## src/rtl/csa_pkg.sv

```systemverilog
package csa_pkg;

    // Analysis phases of the allocator.
    typedef enum logic [1:0] {
        PH_IDLE = 2'd0,
        PH_RUN  = 2'd1,
        PH_DONE = 2'd2
    } phase_e;

endpackage

```

## src/rtl/csa_cube_eval.sv

```systemverilog
// Evaluates one spare cube against the incoming fault: whether the fault
// is already inside, the merged cube, and acceptance in either scan.
module csa_cube_eval #(
    parameter int ADDR_W  = 6,
    parameter int ROW_W   = 3,
    parameter int MAX_DEG = 3,
    parameter int RADIUS  = 1
) (
    input  logic              used_i,
    input  logic              ess_i,
    input  logic [ADDR_W-1:0] val_i,
    input  logic [ADDR_W-1:0] mask_i,
    input  logic [ADDR_W-1:0] flt_i,
    output logic              take1_o,
    output logic              take2_o,
    output logic              hit_o,
    output logic [ADDR_W-1:0] val_o,
    output logic [ADDR_W-1:0] mask_o
);
    localparam int COL_W = ADDR_W - ROW_W;
    localparam int DEG_W = $clog2(ADDR_W + 1);

    logic [ADDR_W-1:0] diff;
    logic [DEG_W-1:0]  deg;
    logic              legal, row_same, col_same, near, pivot;
    logic [ROW_W-1:0]  rf, rc, rd;
    logic [COL_W-1:0]  cf, cc, cd;

    always_comb begin
        diff     = (flt_i ^ val_i) & ~mask_i;
        mask_o   = mask_i | diff;
        val_o    = flt_i & ~mask_o;
        deg      = DEG_W'($countones(mask_o));
        legal    = deg <= DEG_W'(MAX_DEG);
        hit_o    = (diff == '0);
        row_same = (diff[ADDR_W-1:COL_W] == '0);
        col_same = (diff[COL_W-1:0] == '0);
        rf       = flt_i[ADDR_W-1:COL_W];
        rc       = val_i[ADDR_W-1:COL_W];
        cf       = flt_i[COL_W-1:0];
        cc       = val_i[COL_W-1:0];
        rd       = (rf >= rc) ? (rf - rc) : (rc - rf);
        cd       = (cf >= cc) ? (cf - cc) : (cc - cf);
        near     = (rd <= ROW_W'(RADIUS)) && (cd <= COL_W'(RADIUS));
        pivot    = legal && (row_same || col_same || near || (deg < DEG_W'(MAX_DEG)));
        take1_o  = !used_i || hit_o || (ess_i ? legal : pivot);
        take2_o  = used_i && !ess_i && legal;
    end

endmodule

```

## src/rtl/csa_cube_grow.sv

```systemverilog
// Widens a cube to the degree limit, masking free bits from bit 0 upward.
module csa_cube_grow #(
    parameter int ADDR_W  = 6,
    parameter int MAX_DEG = 3
) (
    input  logic [ADDR_W-1:0] val_i,
    input  logic [ADDR_W-1:0] mask_i,
    output logic [ADDR_W-1:0] val_o,
    output logic [ADDR_W-1:0] mask_o
);
    logic [ADDR_W-1:0] grown;
    int                fill;

    always_comb begin
        grown = mask_i;
        fill  = $countones(mask_i);
        for (int b = 0; b < ADDR_W; b++) begin
            if (!grown[b] && fill < MAX_DEG) begin
                grown[b] = 1'b1;
                fill     = fill + 1;
            end
        end
        mask_o = grown;
        val_o  = val_i & ~grown;
    end

endmodule

```

## src/rtl/cube_spare_allocator.sv

```systemverilog
module cube_spare_allocator
    import csa_pkg::*;
#(
    parameter int ROW_W   = 3,
    parameter int COL_W   = 3,
    parameter int NSPARE  = 4,
    parameter int MAX_DEG = 3,
    parameter int RADIUS  = 1
) (
    input  logic                             clk,
    input  logic                             rst_n,
    input  logic                             start_i,
    input  logic                             flt_valid_i,
    input  logic [ROW_W+COL_W-1:0]           flt_addr_i,
    input  logic                             flt_end_i,
    output logic                             busy_o,
    output logic                             done_o,
    output logic                             pass_o,
    output logic                             fail_o,
    output logic [NSPARE-1:0]                spare_used_o,
    output logic [NSPARE-1:0]                spare_ess_o,
    output logic [NSPARE*(ROW_W+COL_W)-1:0]  spare_val_o,
    output logic [NSPARE*(ROW_W+COL_W)-1:0]  spare_mask_o
);
    localparam int ADDR_W = ROW_W + COL_W;

    typedef struct packed {
        logic              used;
        logic              ess;
        logic [ADDR_W-1:0] val;
        logic [ADDR_W-1:0] mask;
    } spare_t;

    typedef struct packed {
        phase_e                  phase;
        logic                    pass;
        logic                    fail;
        spare_t [NSPARE-1:0]     sp;
    } ctl_t;

    ctl_t                cur_q, nxt_d;
    spare_t [NSPARE-1:0] post_d;
    logic                lost_d, placed;

    logic [NSPARE-1:0]   take1, take2, hit;
    logic [ADDR_W-1:0]   mval  [NSPARE];
    logic [ADDR_W-1:0]   mmask [NSPARE];
    logic [ADDR_W-1:0]   gval  [NSPARE];
    logic [ADDR_W-1:0]   gmask [NSPARE];

    // One evaluator and one widener per spare.
    for (genvar g = 0; g < NSPARE; g++) begin : g_spare
        csa_cube_eval #(
            .ADDR_W(ADDR_W), .ROW_W(ROW_W), .MAX_DEG(MAX_DEG), .RADIUS(RADIUS)
        ) u_eval (
            .used_i (cur_q.sp[g].used),
            .ess_i  (cur_q.sp[g].ess),
            .val_i  (cur_q.sp[g].val),
            .mask_i (cur_q.sp[g].mask),
            .flt_i  (flt_addr_i),
            .take1_o(take1[g]),
            .take2_o(take2[g]),
            .hit_o  (hit[g]),
            .val_o  (mval[g]),
            .mask_o (mmask[g])
        );

        csa_cube_grow #(
            .ADDR_W(ADDR_W), .MAX_DEG(MAX_DEG)
        ) u_grow (
            .val_i (post_d[g].val),
            .mask_i(post_d[g].mask),
            .val_o (gval[g]),
            .mask_o(gmask[g])
        );

        assign spare_used_o[g]                  = cur_q.sp[g].used;
        assign spare_ess_o[g]                   = cur_q.sp[g].ess;
        assign spare_val_o[g*ADDR_W +: ADDR_W]  = cur_q.sp[g].val;
        assign spare_mask_o[g*ADDR_W +: ADDR_W] = cur_q.sp[g].mask;

        // degree bound and clean value under the mask
        a_r10_degree_bound: assert property (@(posedge clk) disable iff (!rst_n)
            $countones(cur_q.sp[g].mask) <= MAX_DEG);
        a_r10_value_clean: assert property (@(posedge clk) disable iff (!rst_n)
            (cur_q.sp[g].val & cur_q.sp[g].mask) == '0);
        // a used spare stays used for the rest of the run
        a_r2_used_sticky: assert property (@(posedge clk) disable iff (!rst_n)
            (busy_o && !start_i && cur_q.sp[g].used) |=> cur_q.sp[g].used);
        // a passing result leaves every used spare committed
        a_r8_all_committed: assert property (@(posedge clk) disable iff (!rst_n)
            pass_o |-> (!cur_q.sp[g].used || cur_q.sp[g].ess));
    end

    // Fault placement: first scan, then second scan over tentative spares.
    always_comb begin
        post_d = cur_q.sp;
        placed = 1'b0;
        lost_d = 1'b0;
        if (cur_q.phase == PH_RUN && flt_valid_i && !start_i) begin
            for (int i = 0; i < NSPARE; i++) begin
                if (!placed && take1[i]) begin
                    placed = 1'b1;
                    if (!cur_q.sp[i].used) begin
                        post_d[i].used = 1'b1;
                        post_d[i].ess  = 1'b0;
                        post_d[i].val  = flt_addr_i;
                        post_d[i].mask = '0;
                    end else if (!hit[i]) begin
                        post_d[i].val  = mval[i];
                        post_d[i].mask = mmask[i];
                        post_d[i].ess  = 1'b1;
                    end
                end
            end
            for (int i = 0; i < NSPARE; i++) begin
                if (!placed && take2[i]) begin
                    placed         = 1'b1;
                    post_d[i].val  = mval[i];
                    post_d[i].mask = mmask[i];
                    post_d[i].ess  = 1'b1;
                end
            end
            lost_d = !placed;
        end
    end

    // Phase and result sequencing.
    always_comb begin
        nxt_d = cur_q;
        if (start_i) begin
            nxt_d.phase = PH_RUN;
            nxt_d.pass  = 1'b0;
            nxt_d.fail  = 1'b0;
            nxt_d.sp    = '0;
        end else if (cur_q.phase == PH_RUN) begin
            nxt_d.sp = post_d;
            if (lost_d) begin
                nxt_d.phase = PH_DONE;
                nxt_d.fail  = 1'b1;
            end else if (flt_end_i) begin
                for (int i = 0; i < NSPARE; i++) begin
                    if (post_d[i].used) begin
                        if (!post_d[i].ess) begin
                            nxt_d.sp[i].val  = gval[i];
                            nxt_d.sp[i].mask = gmask[i];
                        end
                        nxt_d.sp[i].ess = 1'b1;
                    end
                end
                nxt_d.phase = PH_DONE;
                nxt_d.pass  = 1'b1;
            end
        end
    end

    always_ff @(posedge clk or negedge rst_n) begin
        if (!rst_n) cur_q <= '0;
        else        cur_q <= nxt_d;
    end

    assign busy_o = (cur_q.phase == PH_RUN);
    assign done_o = (cur_q.phase == PH_DONE);
    assign pass_o = cur_q.pass;
    assign fail_o = cur_q.fail;

    // start clears the pool and enters the run phase
    a_r1_start_clears: assert property (@(posedge clk) disable iff (!rst_n)
        start_i |=> (busy_o && !pass_o && !fail_o && spare_used_o == '0));
    // at most one new spare per cycle of a run
    a_r2_one_new_spare: assert property (@(posedge clk) disable iff (!rst_n)
        (busy_o && !start_i) |=>
            ($countones(spare_used_o) <= $countones($past(spare_used_o)) + 1));
    // a failed run keeps its result until the next start
    a_r7_fail_sticky: assert property (@(posedge clk) disable iff (!rst_n)
        (fail_o && !start_i) |=> (fail_o && !pass_o));
    // a finished run carries exactly one verdict
    a_r7_one_verdict: assert property (@(posedge clk) disable iff (!rst_n)
        done_o |-> (pass_o != fail_o));
    // outside a run the spare pool does not move
    a_r9_hold_outside_run: assert property (@(posedge clk) disable iff (!rst_n)
        (!busy_o && !start_i) |=> $stable(cur_q.sp));

endmodule

```

## config.mk

```make
export PLATFORM = sky130hd
export DESIGN_NAME = cube_spare_allocator
export DESIGN_NICKNAME = d
export VERILOG_FILES = /design/src/rtl/csa_pkg.sv /design/src/rtl/csa_cube_eval.sv /design/src/rtl/csa_cube_grow.sv /design/src/rtl/cube_spare_allocator.sv
export SDC_FILE = /design/constraint.sdc
export NUM_CORES = 1
export LEC_CHECK = 0
export ABC_AREA = 1
export BUFFER_PORTS_ARGS = -buffer_cell sky130_fd_sc_hd__buf_2
export CORE_ASPECT_RATIO = 0.8
export CORE_MARGIN = 8
export CORE_UTILIZATION = 40
export DETAILED_ROUTE_END_ITERATION = 6
export GPL_TIMING_DRIVEN = 0
export MAX_ROUTING_LAYER = met4
export SLEW_MARGIN = 40
export SYNTH_ARGS = -nofsm -noshare
export SYNTH_HDL_FRONTEND = slang
export SYNTH_HIERARCHICAL = 1
export SYNTH_SLANG_ARGS = --single-unit
```

## constraint.sdc

```tcl
create_clock -name clk -period 14.05 [get_ports clk]
set_input_delay 0.7025 -clock clk [delete_from_list [all_inputs] [get_ports clk]]
set_output_delay 0.7025 -clock clk [all_outputs]
set_load 0.05 [all_outputs]
```

==> results of run 1 <==
==> routing by layer <==
metal | share of wire | routed length [um] | vias to the layer above | global-route usage
li1 | - | - | 6104 | -
met1 | 0.47 | 17900 | 5560 | 0.313
met2 | 0.43 | 16100 | 418 | 0.329
met3 | 0.080 | 3010 | 59 | 0.0397
met4 | 0.022 | 815 | 0 | 0.0647
met5 | 0 | 0 | - | -
==> sequential cells by signal, summed over array words and instances (netlist names) <==
| signal | count |
|---|---|
| spare_ess_o | 4 |
| fail_o | 1 |
| pass_o | 1 |
| spare_used_o | 4 |
| spare_val_o | 24 |
| spare_mask_o | 24 |
| cur_q | 2 |
==> worst max-delay path, delay by kind of cell <==
kind                       cells  cell delay (ns)
adders and majority gates     15             4.90
buffers and inverters         14             1.35
AOI/OAI and AO/OA              1             0.56
and+or+nand+nor               30             3.78
==> cells in the mapped netlist, types with 18 or more instances <==
library cell | n | area, um2
nand2_4 | 18 | 203
buf_2 | 26 | 130
fa_1 | 40 | 801
nor2_1 | 105 | 394
clkbuf_1 | 24 | 90.1
or2_2 | 20 | 125
ha_1 | 64 | 801
nand3_2 | 24 | 240
dfrtp_1 | 60 | 1500
a21oi_1 | 53 | 265
nand2_2 | 52 | 325
inv_2 | 19 | 71.3
nand2_1 | 572 | 2150
nand3_1 | 169 | 846
buf_4 | 59 | 443
inv_1 | 397 | 1490
o21ai_0 | 73 | 365
nand4_1 | 48 | 300
==> stage by stage <==
stage	setup slack, ns	instance area [um2]
floorplan	4.17	11600
CTS	3.01	12800
global route	2.00	12800
detailed placement	2.67	12500
global placement	2.86	12500
finish	2.99	12800
==> cells by family (layout without fill, tap and decap cells) <==
logic type | after synthesis | after routing | synth area share
compound gates | 164 | 164 | 0.0823
fa+ha+maj | 104 | 104 | 0.138
buf+inv | 535 | 619 | 0.195
flops | 60 | 60 | 0.129
other cells | 0 | 1 | 0
simple gates | 1084 | 1084 | 0.456
==> where the power goes <==
group          total, uW  switching, uW  internal [uW]
combinational       2220           1380            834
sequential           219           31.9            188
clock                222           90.6            131
total               2660           1510           1150
==> how the worst max path moves through the flow <==
stage                               startpoint                     endpoint  slack [ns]  cells after the start
floorplan                        flt_addr_i[0]  spare_val_o[23]$_DFFE_PN0P_        4.17                     63
global placement                 flt_addr_i[1]  spare_val_o[11]$_DFFE_PN0P_        2.86                     63
detailed placement               flt_addr_i[1]  spare_val_o[11]$_DFFE_PN0P_        2.67                     63
CTS                              flt_addr_i[1]  spare_val_o[11]$_DFFE_PN0P_        3.01                     63
global route        spare_val_o[1]$_DFFE_PN0P_   spare_val_o[5]$_DFFE_PN0P_        2.00                     60
finish                           flt_addr_i[1]   spare_val_o[5]$_DFFE_PN0P_        2.99                     60
==> layout make-up <==
| class | instances | area (um2) | share of cell area |
|---|---|---|---|
| antenna | 1 | 2.50 | 0.000196 |
| buffer | 113 | 686 | 0.0537 |
| timing repair buffer | 70 | 379 | 0.0297 |
| clock buffer | 12 | 267 | 0.0209 |
| multi-input combinational | 1352 | 7860 | 0.616 |
| inverter | 422 | 1590 | 0.124 |
| sequential | 60 | 1500 | 0.118 |
| tap | 377 | 472 | 0.0370 |
| clock inverter | 2 | 10.0 | 0.000784 |
==> run metrics, run 1 <==
power consumption between 2000 and 3000 uW; worst r2r path cells 60; clock latency on the worst-skew pair between 0.3 and 0.4 ns; data arrival time of the worst path 11.29 ns; Top FF cell, synth dfrtp_1; Non-Filler Instances between 2000 and 2500; total overflow reported by the global router 0; remaining design rule violation count 0; area of the core region approximately 29000 um2; CTS tree yes; worst min-delay path class in -> async; shortest clock period the worst path allows after layout roughly 11 ns; detailed-route wire length between 30000 and 40000 um; RePlAce Congestion ~0.9; maximum vdd drop ~0.32 mV; average size of a mapped cell between 5 and 6 um2; post-synthesis cell area between 10000 and 15000 um2; setup repair after global routing missed its margin no; count of hold-fix buffers inserted at cts 0; Boundary Pins between 70 and 80; Worst Path Class, Setup in -> reg; fillers 3116; share of post-route cells with drive strength above 1 0.181; clk slew on worst S/H paths 0.06 ns; sort of element at the end of the critical path register; warning count from the yosys run 6; flop-to-flop setup slack 3.00 ns; most used cell along the critical path nand2_1; period utilisation layout 0.787; Final Hold Slack around 0.20 ns; GR Util All Layers 0.225; initial antenna violation count 1; count of distinct cell types in the synthesized netlist 47; x dimension of the die a little over 200 um; post-layout utilization of the core 0.441; total CTS buffers 9; status finished clean; mean routed wirelength per cell between 15 and 20 um; number of enable-type register cells in the synthesized netlist 0; worst reg2reg path endpoint spare_val_o[5]$_DFFE_PN0P_; #FFs+latches synth 60; worst relative slew slack 0.483; hold violation total from the final report 0; wire length of the first global-routing pass about 60000 um; root cell of the clock tree clkbuf_16; final setup vio count 0; skew final approximately 0.0070 ns; Seq/Total Area, Yosys 0.129; vias after detailed routing approximately 12000; total number of nets in the final design roughly 2100; top achievable clock speed between 90 and 100 MHz; maxcap violations 0; top library cells by usage in the layout, fill and taps aside 572 x nand2_1, 397 x inv_1, 169 x nand3_1, 105 x nor2_1, 94 x buf_2; maximum number of pins on one net before global-route repair 42; number of global-route vias before repair 11500; data required time at the worst endpoint around 14 ns; Worst path max stage delay around 0.56 ns; clk buf depth 2; Least-Margin Pin Slew approximately 0.78 ns; count of pins over their slew limit 0; die height around 170 um; number of optimization iterations in the first detailed-route pass 5; count of buffers added by post-CTS timing repair for setup 0; net count of the mapped netlist about 2100; leakage power total 0.00748 uW; Die Area 34800 um2; Max FO, Critical Path 14; count of input and output buffers between 60 and 70; power density normalized to cell area 208 nW/um2; remaining antenna violation count 0; worst reg2reg path startpoint spare_val_o[1]$_DFFE_PN0P_; number of violations reported at the end of detailed-routing iteration 0 about 1100; Max stage delay cell, worst path o21ai_0; leading cell type in the layout, fill and taps excluded nand2_1; Initial Util 0.402; proportion of synthesized flip-flops having asynchronous set or reset 1.00; HPWL reported at the end of detailed placement between 20000 and 30000 um; Final TNS setup 0 ns; count of placed standard cells including taps 2394; Mapped Cells about 1900; sort of element at the start of the critical path primary input; number of rows in the core area 56; CTS H-Tree Depth 3; number of vias per cell after detailed routing 5.04; CTS resizes 0; sinks on the clock net 60; Area Growth Syn to Fin 9.71%
(Power assumes the default switching activity.)
==> run 2: changes to the inputs <==
==> constraint.sdc (replaced) <==
create_clock -name clk -period 9.2 [get_ports clk]
set_input_delay 0.46 -clock clk [delete_from_list [all_inputs] [get_ports clk]]
set_output_delay 0.46 -clock clk [all_outputs]
set_load 0.05 [all_outputs]
==> run 2 against run 1 <==
  * The run now ends with negative setup slack left
  * Sequential share of layout area down 1.7 points
  * Die area unchanged
  * Register-to-register slack worse by 3.4 ns
  * Non-clock buffer count up 163
  * Clock power up 53%
  * Wire length up 8.7%
  * Clock-buffer cell count up 3
  * Sequential power up 51%
  * Critical endpoint is now spare_val_o[17]$_DFFE_PN0P_
  * Highest routed layer unchanged
==> run metrics, run 2 (same netlist as run 1, synthesis figures left out) <==
number of rows in the core area 56; share of post-route cells with drive strength above 1 0.316; vias after detailed routing ~13000; shortest clock period the worst path allows after layout 9.59 ns; worst r2r path cells 62; hold violation total from the final report 0; data arrival time of the worst path 9.82 ns; sort of element at the end of the critical path register; total CTS buffers 9; Max stage delay cell, worst path fa_1; worst relative slew slack 0.478; final setup vio count 12; number of optimization iterations in the first detailed-route pass 5; total number of nets in the final design approximately 2300; power consumption approximately 6000 uW; count of buffer and inverter cells on the critical path 14; Worst setup endpoint spare_val_o[17]$_DFFE_PN0P_; worst reg2reg path startpoint spare_val_o[3]$_DFFE_PN0P_; mean routed wirelength per cell about 16 um; number of vias per cell after detailed routing ~5.0; count of input and output buffers about 70; top library cells by usage in the layout, fill and taps aside 515 x nand2_1, 370 x inv_1, 218 x buf_4, 151 x nand3_1, 104 x nor2_1; clk buf depth 2; root cell of the clock tree clkbuf_16; top achievable clock speed around 100 MHz; maximum vdd drop roughly 0.36 mV; number of global-route vias before repair around 12000; data required time at the worst endpoint about 9.4 ns; post-layout utilization of the core 0.519; Worst path max stage delay 0.53 ns; period utilisation layout 1.04; violations in the final reports negative setup slack; CTS H-Tree Depth 3; Area Growth Syn to Fin 29.2%; sort of element at the start of the critical path register; leading cell type in the layout, fill and taps excluded nand2_1; status finished with violations; remaining antenna violation count 0; flop-to-flop setup slack -0.39 ns; HPWL reported at the end of detailed placement 29800 um; worst min-delay path class in -> reg; Die Area 34800 um2; Max FO, Critical Path 5; total overflow reported by the global router 0; die height roughly 170 um; remaining design rule violation count 0; count of pins over their slew limit 0; setup repair after global routing missed its margin yes; final worst slack -0.386 ns; power density normalized to cell area between 400 and 500 nW/um2; leakage power total ~0.0084 uW; Boundary Pins a little over 70; worst reg2reg path endpoint spare_val_o[17]$_DFFE_PN0P_; CTS tree yes; RePlAce Congestion 0.950; Stages on worst setup path 62; clk slew on worst S/H paths around 0.060 ns; Worst Path Class, Setup reg -> reg; Least-Margin Pin Slew ~0.78 ns; Initial Util 0.402; Final TNS setup -2.35 ns; initial antenna violation count 0; Antenna Diode Count 0; maximum number of pins on one net before global-route repair 41; x dimension of the die between 200 and 250 um; clock latency on the worst-skew pair between 0.3 and 0.4 ns; GR Util All Layers 0.239; skew final 0.00698 ns; sinks on the clock net 60; maxcap violations 0; wire length of the first global-routing pass ~65000 um; area of the core region between 20000 and 30000 um2; Top Family by Delay on Critical Path adder cells; number of violations reported at the end of detailed-routing iteration 0 1133; detailed-route wire length roughly 41000 um; first element of the critical path spare_val_o[3]$_DFFE_PN0P_
[run 2: changes by cell type in the layout (fill, tap and decap cells not counted), moves of 12 or more]
| cell | delta |
|---|---|
| inv_2 | +18 |
| nand2_2 | +33 |
| nand2_4 | +23 |
| dfrtp_1 | -12 |
| ha_4 | +25 |
| nand2_1 | -57 |
| nand3_1 | -18 |
| ha_1 | -33 |
| inv_1 | -27 |
| buf_4 | +159 |
| dfrtp_2 | +12 |
[run 2: per-layer routing]
metal,up-vias,share of wire,global-route usage
met5,-,0,-
met4,0,0.016,0.0456
met3,54,0.064,0.0311
met2,442,0.45,0.370
met1,6030,0.47,0.333
li1,6435,-,-
[run 2: worst register-to-register path: cells and delay by family (launching register included)]
family / cells / cell delay [ns]
AND/OR/NAND/NOR: 33 / 3.49
flip-flops: 1 / 0.36
buffers and inverters: 14 / 1.05
adder cells (fa/ha/maj): 15 / 4.55
[run 2: power by group]
| part | leakage, uW | switching, uW | internal, uW |
|---|---|---|---|
| Combinational | 0.00750 | 2930 | 2560 |
| Sequential | 0.000799 | 42.3 | 287 |
| Clock | 0.000140 | 135 | 205 |
| Total | 0.00844 | 3110 | 3050 |
[run 2: through the flow]
stage	hold slack [ns]	instance area, um2	instances	setup slack [ns]
2_1_floorplan	0.164	11900	1947	-0.0130
3_3_place_gp	0.513	12700	2393	-1.19
3_5_place_dp	0.331	12700	2394	-1.38
4_1_cts	0.490	14400	2528	-0.199
5_1_grt	0.494	15000	2573	-0.849
6_report	0.497	15000	2573	-0.386
[run 2: final cells by class]
cell class                      count  area [um2]
Timing Repair Buffer              233        1650
Tap cell                          377         472
Fill cell                        2947       13900
Clock buffer                       15         278
Buffer                            113         751
Inverter                          422        1610
Sequential cell                    60        1520
Multi-Input combinational cell   1352        8750
Clock inverter                      1        5.00
[run 2: worst min path at each step]
stage	slack, ns	depth (start not counted)	start	to
2_1_floorplan	0.16	0	rst_n	cur_q[58]$_DFFE_PN0P_
3_3_place_gp	0.51	2	fail_o$_DFFE_PN0P_	fail_o$_DFFE_PN0P_
3_5_place_dp	0.33	1	rst_n	spare_mask_o[16]$_DFFE_PN0P_
4_1_cts	0.49	2	start_i	spare_used_o[3]$_DFFE_PN0P_
5_1_grt	0.49	2	start_i	spare_used_o[3]$_DFFE_PN0P_
6_report	0.50	2	start_i	pass_o$_DFFE_PN0P_
[run 2: repair_timing]
action / CTS / global route
setup buffers: 117 / 45
setup endpoints to repair: 24 / 20
pin swaps: 112 / 100
endpoints found under the hold margin: 20 / 0
resized for setup: 144 / 68
hold buffers: 1 / 0
